$ cat src/rtl/subdac_scan_pkg.sv
package subdac_scan_pkg;

  typedef enum logic [1:0] {
    MODE_NORMAL = 2'd0,
    MODE_MID    = 2'd1,
    MODE_FINE   = 2'd2,
    MODE_RSVD   = 2'd3
  } test_mode_e;

  // A stage is forced from the shadow when the stage under test lies after it.
  function automatic logic stage_forced(input int mode_v, input int stage, input int nstage);
    return (mode_v > stage) && (mode_v <= nstage);
  endfunction

  // Lowest chain bit of a stage field (decision bits followed by test bit).
  function automatic int field_lsb(input int stage, input int dec_w);
    return stage * (dec_w + 1);
  endfunction

endpackage

$ cat src/rtl/subdac_live_reg.sv
module subdac_live_reg #(
  parameter int DEC_W = 4
) (
  input  logic             clk,
  input  logic             rst_n,
  input  logic             hold,
  input  logic [DEC_W-1:0] dec_d,
  output logic [DEC_W-1:0] live_q
);
  always_ff @(posedge clk or negedge rst_n) begin
    if (!rst_n)    live_q <= '0;
    else if (!hold) live_q <= dec_d;
  end
endmodule

$ cat src/rtl/subdac_scan_shift.sv
module subdac_scan_shift #(
  parameter int W = 10
) (
  input  logic         clk,
  input  logic         rst_n,
  input  logic         capture,
  input  logic         shift_en,
  input  logic         scan_in,
  input  logic [W-1:0] cap_data,
  output logic [W-1:0] chain_q,
  output logic         scan_out
);
  always_ff @(posedge clk or negedge rst_n) begin
    if (!rst_n)        chain_q <= '0;
    else if (capture)  chain_q <= cap_data;
    else if (shift_en) chain_q <= {scan_in, chain_q[W-1:1]};
  end

  assign scan_out = chain_q[0];
endmodule

$ cat src/rtl/subdac_shadow.sv
module subdac_shadow #(
  parameter int W = 10
) (
  input  logic         clk,
  input  logic         rst_n,
  input  logic         load,
  input  logic [W-1:0] chain_d,
  output logic [W-1:0] shadow_q
);
  always_ff @(posedge clk or negedge rst_n) begin
    if (!rst_n)    shadow_q <= '0;
    else if (load) shadow_q <= chain_d;
  end
endmodule

$ cat src/rtl/subdac_scan_chain.sv
module subdac_scan_chain
  import subdac_scan_pkg::*;
#(
  parameter int DEC_W  = 4,
  parameter int NSTAGE = 2
) (
  input  logic                    clk,
  input  logic                    rst_n,
  input  logic [1:0]              test_mode,
  input  logic [NSTAGE*DEC_W-1:0] dec_in,
  input  logic                    freeze,
  input  logic                    capture,
  input  logic                    shift_en,
  input  logic                    scan_in,
  input  logic                    update,
  output logic                    scan_out,
  output logic [NSTAGE*DEC_W-1:0] dac_sel,
  output logic [NSTAGE-1:0]       dac_tcb
);
  localparam int FLD_W   = DEC_W + 1;
  localparam int CHAIN_W = NSTAGE * FLD_W;
  localparam int SEL_W   = NSTAGE * DEC_W;

  logic [SEL_W-1:0]   live_bus;
  logic [CHAIN_W-1:0] cap_data;
  logic [CHAIN_W-1:0] chain_q;
  logic [CHAIN_W-1:0] shadow_q;
  logic               update_go;

  assign update_go = update & ~shift_en;

  for (genvar s = 0; s < NSTAGE; s++) begin : g_stage
    localparam int LSB = field_lsb(s, DEC_W);
    logic forced;

    subdac_live_reg #(.DEC_W(DEC_W)) i_live (
      .clk    (clk),
      .rst_n  (rst_n),
      .hold   (freeze),
      .dec_d  (dec_in[s*DEC_W +: DEC_W]),
      .live_q (live_bus[s*DEC_W +: DEC_W])
    );

    assign cap_data[LSB +: DEC_W]   = live_bus[s*DEC_W +: DEC_W];
    assign cap_data[LSB + DEC_W]    = shadow_q[LSB + DEC_W];
    assign forced                   = stage_forced(int'(test_mode), s, NSTAGE);
    assign dac_sel[s*DEC_W +: DEC_W] = forced ? shadow_q[LSB +: DEC_W]
                                              : live_bus[s*DEC_W +: DEC_W];
    assign dac_tcb[s]               = shadow_q[LSB + DEC_W];
  end

  subdac_scan_shift #(.W(CHAIN_W)) i_shift (
    .clk      (clk),
    .rst_n    (rst_n),
    .capture  (capture),
    .shift_en (shift_en),
    .scan_in  (scan_in),
    .cap_data (cap_data),
    .chain_q  (chain_q),
    .scan_out (scan_out)
  );

  subdac_shadow #(.W(CHAIN_W)) i_shadow (
    .clk      (clk),
    .rst_n    (rst_n),
    .load     (update_go),
    .chain_d  (chain_q),
    .shadow_q (shadow_q)
  );
endmodule

$ cat config.mk
export PLATFORM = sky130hd
export DESIGN_NAME = subdac_scan_chain
export DESIGN_NICKNAME = d
export VERILOG_FILES = /design/src/rtl/subdac_scan_pkg.sv /design/src/rtl/subdac_live_reg.sv /design/src/rtl/subdac_scan_shift.sv /design/src/rtl/subdac_shadow.sv /design/src/rtl/subdac_scan_chain.sv
export SDC_FILE = /design/constraint.sdc
export NUM_CORES = 1
export LEC_CHECK = 0
export ABC_AREA = 1
export BUFFER_PORTS_ARGS = -buffer_cell sky130_fd_sc_hd__buf_2
export CAP_MARGIN = 20
export CORE_UTILIZATION = 47
export CTS_CLUSTER_SIZE = 12
export DETAILED_ROUTE_END_ITERATION = 10
export GPL_ROUTABILITY_DRIVEN = 0
export HOLD_SLACK_MARGIN = 0.05
export PLACE_DENSITY = 0.71
export SKIP_CTS_REPAIR_TIMING = 1
export SYNTH_ARGS = -nofsm -noshare
export SYNTH_HDL_FRONTEND = slang
export SYNTH_HIERARCHICAL = 1
export SYNTH_SLANG_ARGS = --single-unit
$ cat constraint.sdc
create_clock -name clk -period 0.8 [get_ports clk]
set_clock_uncertainty 0.15 [all_clocks]
set_input_delay 0.08 -clock clk [delete_from_list [all_inputs] [get_ports clk]]
set_output_delay 0.08 -clock clk [all_outputs]
set_load 0.02 [all_outputs]
==> metrics list <==
- Measured along the x axis, the die boundary spans around 54 µm.
- Cell type contributing the most total cell area after synthesis: dfrtp_1
- The floorplan step set the die height to roughly 54 µm.
- The run finished, with violations left.
- Pin placement for this block handled 28 I/O pins.
* Dominant cell by count in the synthesized netlist: nand2_1
- Maximum buffer depth of the clock tree: 2
- Grt total ovfl: 0
* Drc violations: 0
* Total length of routed wires: between 3 and 4 mm
- Counting flops with an async set or reset pin after synthesis yields a share of 1.00.
- The die covers around 2900 µm².
- Setup repair after global routing missed its margin: yes
* Least setup slack across all paths after layout: -496 ps
- The worst setup path is captured at a primary output.
* Largest net degree at the start of global routing: 29
- GR Util met2: 0.335
* DRC marker count from the first detailed-route iteration: 38
* Part of the Yosys area used for sequential elements: 0.553
* Transition time of the tightest slew-check pin: between 200 and 250 ps
- Final instance area: 1860 µm²
- The tightest hold path in the finished design has a slack of -117 ps.
* Number of placement rows: 18
- In this run, distinct cell masters in the synthesized netlist total 10.
- Ys flop type: dfrtp_1
- Clock tree synthesis selected as its root buffer the cell clkbuf_4.
- Crit path DAT: roughly 1100 ps
- Initial Utilization: 0.502
- In the global route stage, overall resource usage came out at 0.195.
- At the placement stage, the worst setup path has a slack of -232 ps.
- Path class of the lowest-slack min-delay path: in2reg
- Detail Placement HPWL: ~1.9 mm
- Deepest level of the CTS H-tree: 1
- Post-synth net total: about 180
* Top cell type's share of synthesized area: 0.553
- Input and output buffers added on the ports amount to 27.
- Most instantiated cells after synthesis: 98 x nand2_1, 28 x dfrtp_1, 20 x nand3_1
* Fraction of power consumed by sequential logic: 0.535
- Antenna diode count: 0
- TritonCTS built the clock tree.
- Synth Instances: roughly 160
- Largest fanout on the critical path: 2
- Core Footprint: 2520 µm²
- Mean area per synthesized cell: around 7.9 µm²
- In this run the remaining antenna-violating nets after routing total 0.
* Switching portion of total power: 0.306
- The share of total power dissipated in the clock network is 0.175.
* Total Power Consumption: 3.28 mW
* Data required time of the worst path: between 500 and 600 ps
- Final critical delay including setup and external delays: ~1300 ps
- Yosys mapped a number of flops with a built-in enable equal to 0.
* Worst Setup Path Type: reg2out
- From synthesis to final layout, the design area changed by 47.0%.
- For this design the ratio of total power to cell area is ~1800 nW/µm².
- Antenna violations before repair: 0
* Type of origin of the critical path: flip-flop
- After detailed routing, the average wire length per cell comes to about 12 µm.
* Nets: between 200 and 250
- Leakage power: 1.02 nW
- The number of pins exceeding their max-slew limit in the final report is 0.
* Filler Cells Inserted: 193
- Share of cells above drive strength 1: 0.388
- Layer with the highest usage: met2
* Warning count from the yosys run: 6
- For this block, the via count after detailed routing is approximately 1200.
- Failing checks: hold timing, setup timing
- For met1 alone, demand over resource in global routing was 0.251.
* Number of CTS-inserted buffers: 3
* Global-route met3 utilization: 0.0254
* Reported max-cap violation count: 0
- Peak ir drop on the vdd network: between 1 and 1.5 mV
- In this run, synthesis produced a sequential element count of 28.
* Placement Cell Area: 1500 µm²
- The worst register-to-register path has a setup slack of -150 ps.
- Final critical-path share of the clock period: 1.62
- Highest clock frequency the design can meet: 771 MHz
* Netlist area before placement: between 1000 and 1500 µm²
- After detailed routing, the number of vias per cell comes to 5.03.
- Total clock sinks: 28
* Final-report hold violation count: 13
* Clock input transition at the sequential cells of the worst setup and hold paths: 140 ps
* Via count of the first global-routing pass: between 900 and 1000
* Internal power: between 2 and 2.5 mW
- Top cells by area in the synthesized netlist: dfrtp_1 55%, nand2_1 29%, nand3_1 7.9%
* Clk_lat worst skew: 320 ps
- The worst pin sits at a relative slew slack of 0.836.
- For this run, the detailed router's first-pass iteration total came to 4.
- Logic pwr share: 0.290
- Finish-stage setup viols: 32
- Switching power total: 1.00 mW
- The first global-routing pass estimated slightly above 4 mm of wire.
[cell type report]
| type | count | area (µm²) | area share |
|---|---|---|---|
| timing repair buffer | 53 | 469 | 0.252 |
| inverter | 8 | 30.0 | 0.0161 |
| multi-input combinational | 121 | 596 | 0.320 |
| sequential | 28 | 704 | 0.378 |
| clock buffer | 4 | 26.3 | 0.0141 |
| tap | 30 | 37.5 | 0.0201 |
[worst max-delay path, cell delays in order, from the launching register on]
cell	delay [ps]
dfrtp_1	430
nand2_1	110
nand2_2	80
buf_6	130
[cell families after synthesis]
group                    share of synthesized area
buffers and inverters                       0.0563
adder cells (fa/ha/maj)                    0.00987
flip-flops                                   0.553
AND/OR/NAND/NOR                              0.381
[through the flow]
step / util / TNS [ps] / std cells
3_5_place_dp: 0.593 / -3970 / 220
6_report: 0.739 / -6110 / 244
4_1_cts: 0.603 / -5200 / 224
3_3_place_gp: 0.593 / -3820 / 220
5_1_grt: 0.739 / -7350 / 244
2_1_floorplan: - / -214 / 161
[metal layers]
metal | routed length [µm] | part of all wire | vias up
met5 | 0 | 0 | -
met4 | 22 | 0.0073 | 0
met3 | 153 | 0.051 | 4
met2 | 1480 | 0.49 | 42
met1 | 1370 | 0.45 | 574
li1 | - | - | 607
[power groups by stage]
| stage | logic, mW | registers, mW | clock network, mW |
|---|---|---|---|
| after floorplan | 0.395 | 1.76 | 0 |
| after global placement | 0.628 | 1.75 | 0 |
| after detailed placement | 0.645 | 1.76 | 0 |
| after CTS | 0.647 | 1.73 | 0.607 |
| after global routing | 1.04 | 1.78 | 0.662 |
| final | 0.950 | 1.75 | 0.574 |
[sequential cells by signal, indices dropped and copies added (netlist names)]
name / flops
g_stage.i_live/live_q: 8
i_shift/chain_q: 10
i_shadow/shadow_q: 10
[placed cells by master (no fill, tap or decap), drive strengths merged]
master | netlist | final
inv | 8 | 8
ha | 1 | 1
dlygate4sd3 | 0 | 9
dfrtp | 28 | 28
nand3 | 20 | 20
buf | 4 | 44
nand2 | 98 | 98
clkbuf | 0 | 4
nor2 | 2 | 2
[final timing paths]
path	start	to	depth (start not counted)
max in group asynchronous	rst_n	i_shadow/shadow_q[9]$_DFFE_PN0P_	3
setup / recovery	i_shadow/shadow_q[2]$_DFFE_PN0P_	dac_sel[2]	3
min in group asynchronous	rst_n	i_shadow/shadow_q[1]$_DFFE_PN0P_	3
hold reg to reg	i_shadow/shadow_q[8]$_DFFE_PN0P_	i_shadow/shadow_q[8]$_DFFE_PN0P_	2
setup reg to reg	g_stage[0].i_live/live_q[0]$_DFFE_PN0N_	i_shift/chain_q[0]$_DFFE_PN0P_	3
hold / removal	scan_in	i_shift/chain_q[9]$_DFFE_PN0P_	3
No activity file was read; power rests on OpenSTA's default activity.
